[config.mk]
export PLATFORM = sky130hd
export DESIGN_NAME = pwd_decoder
export DESIGN_NICKNAME = d
export VERILOG_FILES = /design/src/rtl/pwd_pkg.sv /design/src/rtl/pwd_io_regs.sv /design/src/rtl/pwd_window_dec.sv /design/src/rtl/pwd_decoder.sv
export SDC_FILE = /design/constraint.sdc
export NUM_CORES = 1
export LEC_CHECK = 0
export BUFFER_PORTS_ARGS = -buffer_cell sky130_fd_sc_hd__buf_4
export CORE_MARGIN = 3
export CORE_UTILIZATION = 35
export DETAILED_ROUTE_END_ITERATION = 8
export GPL_ROUTABILITY_DRIVEN = 0
export PLACE_DENSITY = 0.76
export SKIP_LAST_GASP = 1
export SYNTH_ARGS = -nofsm -noshare
export SYNTH_HDL_FRONTEND = slang
export SYNTH_SLANG_ARGS = --single-unit
[constraint.sdc]
create_clock -name clk -period 1.4 [get_ports clk]
set_input_delay 0.21 -clock clk [delete_from_list [all_inputs] [get_ports clk]]
set_output_delay 0.21 -clock clk [all_outputs]
set_load 0.05 [all_outputs]
[src/rtl/pwd_pkg.sv]
package pwd_pkg;
  localparam int PAGE_W = 6;
  localparam int WIN_W  = 15;
  localparam int HOST_W = 22;
  localparam int MEM_W  = PAGE_W + WIN_W;
  localparam int IO_W   = 10;
  localparam int SEL_W  = 3;
  localparam int NARROW_HI = 19;
  localparam int WIDE_HI   = HOST_W - 1;
  localparam logic [NARROW_HI-WIN_W:0] LEGACY_SLOT = 5'd20;

  localparam logic [2:0] OFS_STATUS = 3'd3;
  localparam logic [2:0] OFS_PAGE   = 3'd4;
  localparam logic [2:0] OFS_MODE   = 3'd5;

  typedef struct packed {
    logic             linear;
    logic             paged;
    logic             test;
    logic             rsvd;
    logic             wide;
    logic [SEL_W-1:0] sel;
  } mode_t;

  function automatic logic [IO_W-1:0] io_base_of(input logic [IO_W-1:0] lo,
                                                 input logic [1:0] cfg);
    logic [IO_W-1:0] b;
    b = lo;
    if (cfg[0]) b = b + 10'h008;
    if (cfg[1]) b = b + 10'h020;
    return b;
  endfunction

  function automatic logic paged_match(input logic [HOST_W-1:0] a,
                                       input logic [SEL_W-1:0] sel,
                                       input logic wide);
    if (wide)
      return a[WIDE_HI:WIN_W] == {{(WIDE_HI-WIN_W+1-SEL_W){1'b0}}, sel};
    else
      return a[NARROW_HI:WIN_W] == (LEGACY_SLOT + {{(NARROW_HI-WIN_W+1-SEL_W){1'b0}}, sel});
  endfunction
endpackage

[src/rtl/pwd_io_regs.sv]
module pwd_io_regs
  import pwd_pkg::*;
#(
  parameter logic [IO_W-1:0] IO_BASE_LO = 10'h140
)(
  input  logic              clk,
  input  logic              rst_n,
  input  logic [1:0]        io_base_cfg,
  input  logic [IO_W-1:0]   io_addr,
  input  logic              io_wr,
  input  logic              io_rd,
  input  logic [7:0]        io_wdata,
  input  logic              led_red,
  input  logic              led_green,
  output logic [7:0]        io_rdata,
  output logic              io_rdata_oe,
  output logic [PAGE_W-1:0] page_q,
  output mode_t             mode_q,
  output logic              io_hit,
  output logic              wr_page,
  output logic              wr_mode
);
  localparam int BLK_LSB = 3;

  logic [IO_W-1:0] base;
  logic [2:0]      ofs;
  logic [7:0]      rd_mux;
  logic            rd_valid;

  assign base    = io_base_of(IO_BASE_LO, io_base_cfg);
  assign io_hit  = io_addr[IO_W-1:BLK_LSB] == base[IO_W-1:BLK_LSB];
  assign ofs     = io_addr[BLK_LSB-1:0];
  assign wr_page = io_wr && io_hit && (ofs == OFS_PAGE);
  assign wr_mode = io_wr && io_hit && (ofs == OFS_MODE);

  always_ff @(posedge clk or negedge rst_n) begin
    if (!rst_n) begin
      page_q <= '0;
      mode_q <= '0;
    end else begin
      if (wr_page) page_q <= io_wdata[PAGE_W-1:0];
      if (wr_mode) begin
        mode_q      <= mode_t'(io_wdata);
        mode_q.rsvd <= 1'b0;
      end
    end
  end

  always_comb begin
    rd_mux   = 8'h00;
    rd_valid = 1'b1;
    unique case (ofs)
      OFS_STATUS: rd_mux = {6'b0, led_green, led_red};
      OFS_PAGE:   rd_mux = {{(8-PAGE_W){1'b0}}, page_q};
      OFS_MODE:   rd_mux = mode_q;
      default:    rd_valid = 1'b0;
    endcase
  end

  assign io_rdata_oe = io_rd && io_hit && rd_valid;
  assign io_rdata    = io_rdata_oe ? rd_mux : 8'h00;
endmodule

[src/rtl/pwd_window_dec.sv]
module pwd_window_dec
  import pwd_pkg::*;
(
  input  mode_t             mode_q,
  input  logic [PAGE_W-1:0] page_q,
  input  logic [HOST_W-1:0] host_addr,
  output logic              hit_linear,
  output logic              hit_paged,
  output logic              mem_cs,
  output logic [MEM_W-1:0]  mem_addr
);
  assign hit_linear = mode_q.linear && host_addr[HOST_W-1];
  assign hit_paged  = !mode_q.linear && mode_q.paged &&
                      paged_match(host_addr, mode_q.sel, mode_q.wide);
  assign mem_cs     = hit_linear || hit_paged;

  always_comb begin
    if (mode_q.linear) mem_addr = host_addr[MEM_W-1:0];
    else               mem_addr = {page_q, host_addr[WIN_W-1:0]};
  end
endmodule

[src/rtl/pwd_decoder.sv]
module pwd_decoder
  import pwd_pkg::*;
#(
  parameter logic [9:0] IO_BASE_LO = 10'h140
)(
  input  logic        clk,
  input  logic        rst_n,
  input  logic [1:0]  io_base_cfg,
  input  logic [9:0]  io_addr,
  input  logic        io_wr,
  input  logic        io_rd,
  input  logic [7:0]  io_wdata,
  output logic [7:0]  io_rdata,
  output logic        io_rdata_oe,
  input  logic        led_red,
  input  logic        led_green,
  input  logic [21:0] host_addr,
  output logic        mem_cs,
  output logic [20:0] mem_addr
);
  logic [PAGE_W-1:0] page_q;
  mode_t             mode_q;
  logic              io_hit, wr_page, wr_mode;
  logic              hit_linear, hit_paged;

  pwd_io_regs #(.IO_BASE_LO(IO_BASE_LO)) u_regs (
    .clk(clk), .rst_n(rst_n), .io_base_cfg(io_base_cfg), .io_addr(io_addr),
    .io_wr(io_wr), .io_rd(io_rd), .io_wdata(io_wdata),
    .led_red(led_red), .led_green(led_green),
    .io_rdata(io_rdata), .io_rdata_oe(io_rdata_oe),
    .page_q(page_q), .mode_q(mode_q),
    .io_hit(io_hit), .wr_page(wr_page), .wr_mode(wr_mode)
  );

  pwd_window_dec u_dec (
    .mode_q(mode_q), .page_q(page_q), .host_addr(host_addr),
    .hit_linear(hit_linear), .hit_paged(hit_paged),
    .mem_cs(mem_cs), .mem_addr(mem_addr)
  );
endmodule

==> run_results.csv, run 1 <==
group,metric,value,unit
run_status,status,"finished with violations",
run_status,violations,"setup timing",
job,maxCapViolCount,0,
die,num_io_pins,79,
setup_path,reg2reg_depth,2,
placement,placed_cells,163,
setup_path,rr_startpoint,"u_regs.mode_q[7]",
logic_synthesis,ys_seq_area_frac,0.3312,
logic_synthesis,ys_warn_count,0,
logic_synthesis,syn_inst,94,
logic_synthesis,synth_top_family_by_area,"multiplexers",
die,fp-row-count,18,
detailed_routing,drt_iter0_drc,14,
detailed_routing,via_per_inst,5.035,
sta,maxSlewViolCount,0,
setup_path,slowest_delay,0.46,ns
logic_synthesis,synth_xor_area_frac,0.03567,
setup_path,reg2reg_slack,0.48,ns
clocking,cts_made_buffers,3,
placement,dp_hpwl,2.194,mm
sta,grt_setup_unrepaired,"true",
detailed_routing,postRouteAntennaNets,0,
die,die_w,58.98,µm
sta,fin_crit_sh,1.245,
setup_path,cp.arrival,1.53,ns
clocking,clock_latency,0.27,ns
layout,area_delta_synth_final,66.75,%
layout,layout-drive-gt1-share,0.7518,
clocking,path_clk_slew,0.08,ns
setup_path,end_kind,"primary output",
logic_synthesis,ys.flop_type,"dfrtp_1",
sta,hold_slack,0.1671,ns
die,coreArea,2567,µm²
grt,grt_usage,0.1733,
logic_synthesis,synth_seq_cells,13,
layout,fillers,205,
clocking,cts_htree_levels,1,
logic_synthesis,async_reset_ff_frac,1.000,
clocking,clkSinkCount,13,
logic_synthesis,synth_compound_area_frac,0.04841,
layout,fin_nets,190,
detailed_routing,routed_wl,2.772,mm
logic_synthesis,synth_cell_types,25,
die,die_y,58.98,µm
logic_synthesis,synth_edf_count,0,
die,start_util,0.3826,
layout,final_util,0.6379,
setup_path,setup.worst_path.class,"reg2out",
grt,grt_first_pass_wirelength,4.602,mm
detailed_routing,drc,0,
setup_path,required,1.19,ns
layout,n_antenna_cell,0,
logic_synthesis,netlist_area,982.2,µm²
setup_path,crit_slowest_cell,"or4b_4",
setup_path,crit_fanout,2,
sta,relSlewSlack,0.8022,
detailed_routing,via_count,861,
clocking,cts_root_buffer,"clkbuf_4",
setup_path,reg2reg_to,"u_regs.mode_q[7]",
layout,multi_input_area,674.4,µm²
power_and_ir_drop,power.density,506.7,nW/µm²
layout,regArea,326.6,µm²
clocking,clk_path_buf_depth,2,
grt,antenna_found_initial,0,
logic_synthesis,synth_nets,142,
grt,grt_pass1_vias,988,
detailed_routing,firstDrtPassIters,3,
setup_path,crit_end,"mem_cs",
logic_synthesis,avgSynthCellArea,10.45,µm²
grt,grt_max_degree,14,
sta,tightest_slew,0.2945,ns
detailed_routing,drt-wirelength-per-cell,16.21,µm
sta,fin_ws,-0.3423,ns
sta,clock_skew,0,ns
placement,io_buffers,48,
setup_path,worstPathCellList,"or4b_4 -> o21ai_2 -> a32o_2 -> buf_6",
die,die_area,3478,µm²
sta,finalHoldViolCount,0,
power_and_ir_drop,power.total,0.8298,mW
setup_path,critPathLaunchType,"register",
clocking,cts_tree,"done",
logic_synthesis,synth_simple_gate_area_share,0.1720,
sta,max_clock_freq,0.5739,GHz
sta,period_needed,1.742,ns
layout,layoutNonFillerInstCount,171,
logic_synthesis,muxShareOfSynthArea,0.2713,
power_and_ir_drop,ir_drop,370.5,µV
grt,overflow,0,
sta,finalSetupViolations,29,
logic_synthesis,synth_fa_ha_area_frac,0,
setup_path,critPathLaunch,"u_regs.mode_q[3]",
min_path,hold_path.class,"in2reg",
power_and_ir_drop,p_leak,0.7797,nW
==> worst min-delay path by stage <==
stage                           start          endpoint  cells after the start
after floorplan                 rst_n  u_regs.mode_q[0]                      0
after global placement          rst_n  u_regs.mode_q[3]                      1
after detailed placement        rst_n  u_regs.mode_q[7]                      1
after CTS                 io_wdata[6]  u_regs.mode_q[6]                      2
after global routing      io_wdata[7]  u_regs.mode_q[7]                      2
final                     io_wdata[6]  u_regs.mode_q[6]                      2
==> routing by layer <==
layer | GRT usage | vias up | wire [µm]
met5 | 0 | - | 0
met4 | 0.05825 | 0 | 27
met3 | 0.03486 | 4 | 160
met2 | 0.3060 | 24 | 1505
met1 | 0.2084 | 419 | 1079
li1 | - | 414 | -
==> placed cells by master, fill, tap and decap left out, types with 4 or more instances in the layout <==
| cell | instances |
|---|---|
| buf_6 | 17 |
| xor2_1 | 4 |
| buf_4 | 39 |
| mux2_4 | 8 |
| mux2_2 | 13 |
| buf_8 | 5 |
| nor2_4 | 8 |
| dfrtp_1 | 12 |
==> worst max-delay path: cells and delay by family, from the launching register on <==
family                 cells  cell delay [ns]
AND/OR/NAND/NOR            1             0.46
AO/OA/AOI/OAI              2             0.30
buffers and inverters      1             0.16
flip-flops                 1             0.34
==> state kept, by name, indices dropped and copies added, names as in the netlist <==
signal,count
u_regs.mode_q,7
u_regs.page_q,6
==> cell families after synthesis <==
logic type / after synthesis
flops: 13
xor+xnor: 4
mux: 24
simple gates: 26
buf+inv: 20
compound gates: 7
==> stage by stage <==
step | setup TNS, ns | setup slack, ns | cell area (µm²)
after floorplan | -3.039 | -0.2162 | 1095
after global placement | -6.730 | -0.3328 | 1433
after detailed placement | -7.251 | -0.3444 | 1433
after CTS | -3.530 | -0.3478 | 1615
after global routing | -4.638 | -0.4005 | 1638
final | -3.270 | -0.3423 | 1638
==> cells in the mapped netlist, drive strengths merged, types with 2 or more instances <==
cell type	n	area (µm²)
a22oi	2	15.01
buf	16	123.9
clkbuf	3	11.26
dfrtp	13	325.3
mux2	21	236.5
mux2i	3	30.03
nand2	2	7.510
nand2b	2	12.51
nand3	3	15.01
nor2	9	33.78
nor2b	3	18.77
o21ai	2	10.01
xor2	4	35.03
==> power by group <==
part | switching, mW | leakage, nW | internal, mW
combinational | 0.0916 | 0.585 | 0.115
sequential | 0.00517 | 0.179 | 0.382
clock | 0.126 | 0.0150 | 0.110
total | 0.223 | 0.780 | 0.607
==> cell type report <==
class	instances	share of cell area
inverters	1	0.002292
well taps	30	0.02292
repair buffers	62	0.3476
clock buffers	4	0.01604
multi-input cells	61	0.4118
flip-flops and latches	13	0.1994
==> timing repair <==
action | CTS | global route
hold buffers | 1 | 0
setup buffers | 3 | 1
pin swaps | 7 | 5
resized for setup | 32 | 7
setup endpoints to repair | 29 | 29
endpoints found under the hold margin | 13 | 0
(Power assumes the default switching activity.)
==> inputs of run 2 (changes only) <==
--- a/config.mk
+++ b/config.mk
@@ -6,11 +6,11 @@
 export NUM_CORES = 1
 export LEC_CHECK = 0
 export BUFFER_PORTS_ARGS = -buffer_cell sky130_fd_sc_hd__buf_4
-export CORE_MARGIN = 3
-export CORE_UTILIZATION = 35
+export CORE_MARGIN = 2
+export CORE_UTILIZATION = 39
 export DETAILED_ROUTE_END_ITERATION = 8
 export GPL_ROUTABILITY_DRIVEN = 0
-export PLACE_DENSITY = 0.76
+export PLACE_DENSITY = 0.8
 export SKIP_LAST_GASP = 1
 export SYNTH_ARGS = -nofsm -noshare
 export SYNTH_HDL_FRONTEND = slang
==> constraint.sdc (replaced) <==
create_clock -name clk -period 1.82 [get_ports clk]
set_input_delay 0.273 -clock clk [delete_from_list [all_inputs] [get_ports clk]]
set_output_delay 0.273 -clock clk [all_outputs]
set_load 0.05 [all_outputs]
==> run_results.csv, run 2 (synthesized netlist as in run 1, its figures left out) <==
group,metric,value,unit
detailed_routing,via_count,819,
sta,clock_skew,0,ns
detailed_routing,routed_wl,2.482,mm
layout,largest_register_ffs,7,
layout,area_delta_synth_final,42.80,%
sta,max_clock_freq,0.5325,GHz
placement,io_buffers,48,
layout,final_util,0.5766,
grt,antenna_found_initial,0,
setup_path,required,1.55,ns
detailed_routing,via_per_inst,5.056,
sta,maxSlewViolCount,0,
sta,grt_setup_unrepaired,"true",
layout,fin_nets,181,
sta,finalSetupViolations,1,
power_and_ir_drop,power.density,437.2,nW/µm²
layout,layout-drive-gt1-share,0.6894,
sta,fin_crit_sh,1.032,
clocking,clkSinkCount,13,
layout,fillers,208,
die,die_w,54.19,µm
run_status,status,"finished with violations",
setup_path,end_kind,"primary output",
detailed_routing,postRouteAntennaNets,0,
detailed_routing,drt_iter0_drc,8,
die,num_io_pins,79,
sta,hold_slack,0.2362,ns
die,coreArea,2432,µm²
grt,grt_first_pass_wirelength,3.836,mm
setup_path,rr_startpoint,"u_regs.mode_q[7]",
job,maxCapViolCount,0,
power_and_ir_drop,p_sw_frac,0.2650,
sta,relSlewSlack,0.6253,
layout,regArea,325.3,µm²
clocking,clock_latency,0.27,ns
die,start_util,0.4038,
setup_path,crit_slowest_cell,"or4b_4",
layout,final_cell_mix,"buf_4 (44), mux2_2 (21), dfrtp_1 (13), buf_6 (6), nor2_2 (5)",
power_and_ir_drop,power.total,0.6132,mW
setup_path,critPathLaunchType,"register",
clocking,cts_tree,"done",
power_and_ir_drop,clkPwrFrac,0.288,
power_and_ir_drop,p_switching,0.1625,mW
power_and_ir_drop,ir_drop,406.5,µV
power_and_ir_drop,power_frac_comb,0.225,
setup_path,cp.arrival,1.60,ns
sta,finalHoldViolCount,0,
layout,layoutNonFillerInstCount,162,
detailed_routing,drc,0,
grt,overflow,0,
grt,grt_usage,0.1812,
sta,fin_ws,-0.05777,ns
setup_path,critPathLaunch,"u_regs.mode_q[3]",
grt,grt_max_degree,14,
power_and_ir_drop,p_int,0.4507,mW
clocking,path_clk_slew,0.08,ns
placement,dp_hpwl,1.859,mm
run_status,violations,"setup timing",
detailed_routing,firstDrtPassIters,4,
layout,layout_commonest_cell,"buf_4",
min_path,hold_path.class,"in2reg",
sta,period_needed,1.878,ns
layout,reg.largest.list,"u_regs.mode_q: 7 flops, u_regs.page_q: 6 flops",
clocking,cts_made_buffers,3,
sta,setup_tns,-0.05777,ns
layout,multi_input_area,570.5,µm²
die,die_area,2936,µm²
clocking,cts_htree_levels,1,
die,die_y,54.19,µm
layout,regMostFlops,"u_regs.mode_q",
setup_path,setup.worst_path.class,"reg2out",
power_and_ir_drop,p_seq_frac,0.487,
detailed_routing,drt-wirelength-per-cell,15.32,µm
grt,grt_pass1_vias,849,
layout,n_antenna_cell,0,
sta,tightest_slew,0.5609,ns
power_and_ir_drop,p_leak,0.7040,nW
placement,placed_cells,156,
min_path,hold_start,"io_wdata[4]",
setup_path,worstPathCellList,"or4b_4 -> o21ai_2 -> a32o_2 -> buf_8",
setup_path,crit_fanout,2,
clocking,cts_root_buffer,"clkbuf_4",
clocking,clk_path_buf_depth,2,
setup_path,slowest_delay,0.48,ns
die,fp-row-count,18,
## run 2: timing repair
item,CTS,global route
gates resized for setup,4,15
endpoints found under the setup margin,4,10
buffers inserted,1,0
pin swaps,1,10
hold endpoints to repair,13,0
hold buffers,1,0
## run 2: metal layers
metal | part of all wire | track usage
met1 | 0.38 | 0.2117
met3 | 0.069 | 0.02222
met2 | 0.54 | 0.3333
met4 | 0.0093 | 0.06667
met5 | 0 | 0
## run 2: power by group through the flow
stage                     Clock (mW)  Combinational [mW]  Sequential, mW
after floorplan                    0               0.140           0.302
after global placement             0               0.125           0.304
after detailed placement           0               0.128           0.304
after CTS                      0.183               0.132           0.299
after global routing           0.200               0.148           0.299
final                          0.177               0.138           0.299
## run 2: per-stage QoR
stage	setup WS (ns)	instance area (µm²)
finish	-0.05777	1403
global route	-0.1117	1403
CTS	-0.02909	1336
detailed placement	-0.08330	1279
global placement	-0.02919	1279
floorplan	-0.1692	993.5
## run 2: worst paths after layout
check	to	slack [ns]	cells after the start
min in group asynchronous	u_regs.page_q[1]	0.39	2
worst max register to register	u_regs.mode_q[7]	0.85	1
worst min-delay path	u_regs.page_q[4]	0.24	2
max in group asynchronous	u_regs.page_q[2]	1.28	2
worst max-delay path	mem_cs	-0.06	4
worst min register to register	u_regs.page_q[1]	0.54	1
## run 2: worst max-delay path: cells and delay by family, from the launching register on
kind            cells  cell delay [ns]
flops               1             0.39
simple gates        1             0.48
buf+inv             1             0.15
compound gates      2             0.32
## run 2: area by class of cell
type / instances / share of cell area
clock inverters: 1 / 0.003568
inverters: 1 / 0.002676
clock buffers: 3 / 0.01606
repair buffers: 53 / 0.3122
flip-flops and latches: 13 / 0.2319
multi-input cells: 61 / 0.4068
well taps: 30 / 0.02676
==> inputs of run 3 (changes only) <==
--- a/config.mk
+++ b/config.mk
@@ -5,12 +5,11 @@
 export SDC_FILE = /design/constraint.sdc
 export NUM_CORES = 1
 export LEC_CHECK = 0
-export BUFFER_PORTS_ARGS = -buffer_cell sky130_fd_sc_hd__buf_4
 export CORE_MARGIN = 2
-export CORE_UTILIZATION = 39
+export CORE_UTILIZATION = 47
 export DETAILED_ROUTE_END_ITERATION = 8
+export DONT_BUFFER_PORTS = 1
 export GPL_ROUTABILITY_DRIVEN = 0
-export PLACE_DENSITY = 0.8
 export SKIP_LAST_GASP = 1
 export SYNTH_ARGS = -nofsm -noshare
 export SYNTH_HDL_FRONTEND = slang
==> constraint.sdc (replaced) <==
create_clock -name clk -period 2.13 [get_ports clk]
set_input_delay 0.3195 -clock clk [delete_from_list [all_inputs] [get_ports clk]]
set_output_delay 0.3195 -clock clk [all_outputs]
set_load 0.05 [all_outputs]
==> run_results.csv, run 3 (synthesized netlist as in run 1, its figures left out) <==
group,metric,value,unit
grt,overflow,0,
clocking,cts_tree,"done",
sta,hold_slack,0.1962,ns
setup_path,end_kind,"primary output",
grt,grt_max_degree,14,
layout,layout_commonest_cell,"mux2_2",
power_and_ir_drop,power.density,453.8,nW/µm²
placement,io_buffers,0,
setup_path,cp.arrival,1.61,ns
sta,fin_crit_sh,0.9048,
run_status,status,"finished, final reports clean",
clocking,cts_setup_buffers,0,
die,die_area,2472,µm²
grt,antenna_found_initial,0,
setup_path,setup.worst_path.class,"reg2out",
clocking,cts_made_buffers,3,
layout,fin_nets,138,
sta,finalHoldViolCount,0,
layout,final_cell_mix,"mux2_2 (21), dfrtp_1 (13), nor2_1 (9), buf_4 (8), xor2_1 (4)",
die,die_w,49.72,µm
layout,area_delta_synth_final,1.911,%
clocking,path_clk_slew,0.08,ns
layout,regMostFlops,"u_regs.mode_q",
grt,grt_first_pass_wirelength,3.263,mm
clocking,clock_latency,0.27,ns
sta,grt_setup_unrepaired,"false",
clocking,cts_htree_levels,1,
setup_path,crit_fanout,4,
setup_path,required,1.81,ns
sta,finalSetupViolations,0,
die,num_io_pins,79,
detailed_routing,drt_iter0_drc,4,
die,coreArea,1962,µm²
placement,placed_cells,111,
power_and_ir_drop,p_leak,0.4773,nW
layout,n_antenna_cell,0,
detailed_routing,firstDrtPassIters,4,
setup_path,critPathLaunchType,"register",
min_path,hold_path.class,"in2reg",
detailed_routing,via_per_inst,5.724,
clocking,clk_path_buf_depth,2,
power_and_ir_drop,ir_drop,286.0,µV
sta,period_needed,1.927,ns
clocking,clkSinkCount,13,
sta,clock_skew,0,ns
layout,layoutNonFillerInstCount,116,
detailed_routing,via_count,664,
die,start_util,0.5006,
detailed_routing,drt-wirelength-per-cell,17.71,µm
grt,grt_usage,0.1734,
layout,layout-drive-gt1-share,0.4270,
sta,max_clock_freq,0.5189,GHz
clocking,cts_root_buffer,"clkbuf_4",
die,fp-row-count,16,
layout,reg.largest.list,"u_regs.mode_q: 7 flops, u_regs.page_q: 6 flops",
sta,setup_tns,0,ns
placement,dp_slack,0.1985,ns
detailed_routing,postRouteAntennaNets,0,
die,die_y,49.72,µm
sta,maxSlewViolCount,0,
sta,fin_ws,0.2027,ns
placement,dp_hpwl,1.588,mm
sta,relSlewSlack,0.5992,
detailed_routing,routed_wl,2.054,mm
layout,largest_register_ffs,7,
power_and_ir_drop,power.total,0.4542,mW
sta,tightest_slew,0.5992,ns
detailed_routing,drc,0,
grt,grt_pass1_vias,695,
job,maxCapViolCount,0,
-- run 3: cell count changes in the layout (fill, tap and decap cells not counted), sizes merged --
cell	previous run	this run
clkbuf	3	4
clkinv	1	0
buf	52	9
-- run 3: repair_timing --
action / CTS / global route
gates resized for setup: 0 / 6
hold endpoints to repair: 13 / 0
hold buffers: 1 / 0
setup endpoints to repair: 0 / 1
-- run 3: final timing paths --
path / endpoint / slack (ns) / cells after the start / startpoint
min in group asynchronous: u_regs.mode_q[7] / 0.49 / 1 / rst_n
worst min-delay path: u_regs.mode_q[7] / 0.20 / 1 / io_wdata[7]
worst min register to register: u_regs.mode_q[5] / 0.52 / 1 / u_regs.mode_q[5]
worst max register to register: u_regs.mode_q[7] / 1.15 / 1 / u_regs.mode_q[7]
max in group asynchronous: u_regs.mode_q[2] / 1.25 / 1 / rst_n
worst max-delay path: mem_cs / 0.20 / 4 / u_regs.mode_q[3]
-- run 3: metrics by stage --
| stage | utilization | instance area (µm²) |
|---|---|---|
| floorplan | - | 982.2 |
| global route | 0.5102 | 1001 |
| global placement | 0.4834 | 948.4 |
| detailed placement | 0.4834 | 948.4 |
| finish | 0.5102 | 1001 |
| CTS | 0.5019 | 984.7 |
-- run 3: cell type report --
class                           count  area [µm²]
Tap cell                           27       33.78
Timing Repair Buffer               10       85.08
Sequential cell                    13       325.3
Inverter                            1       3.754
Fill cell                         204       960.9
Clock buffer                        4       26.28
Multi-Input combinational cell     61       526.8
-- run 3: report_power, final --
part,switching [mW],leakage (nW),internal (mW)
Clock,0.0769,0.0150,0.0724
Sequential,0.00417,0.181,0.251
Combinational,0.0295,0.281,0.0205
-- run 3: metal layers --
layer | vias up | track usage | wire, µm
li1 | 307 | - | -
met1 | 310 | 0.2158 | 832
met2 | 37 | 0.2756 | 971
met3 | 10 | 0.05152 | 202
met4 | 0 | 0.07870 | 48
met5 | - | 0 | 0
-- run 3: worst max-delay path, stage by stage (launching register included) --
cell and delay (ns):
dfrtp_1 0.39, or4b_4 0.47, o21ai_2 0.12, a32o_2 0.21, buf_8 0.15
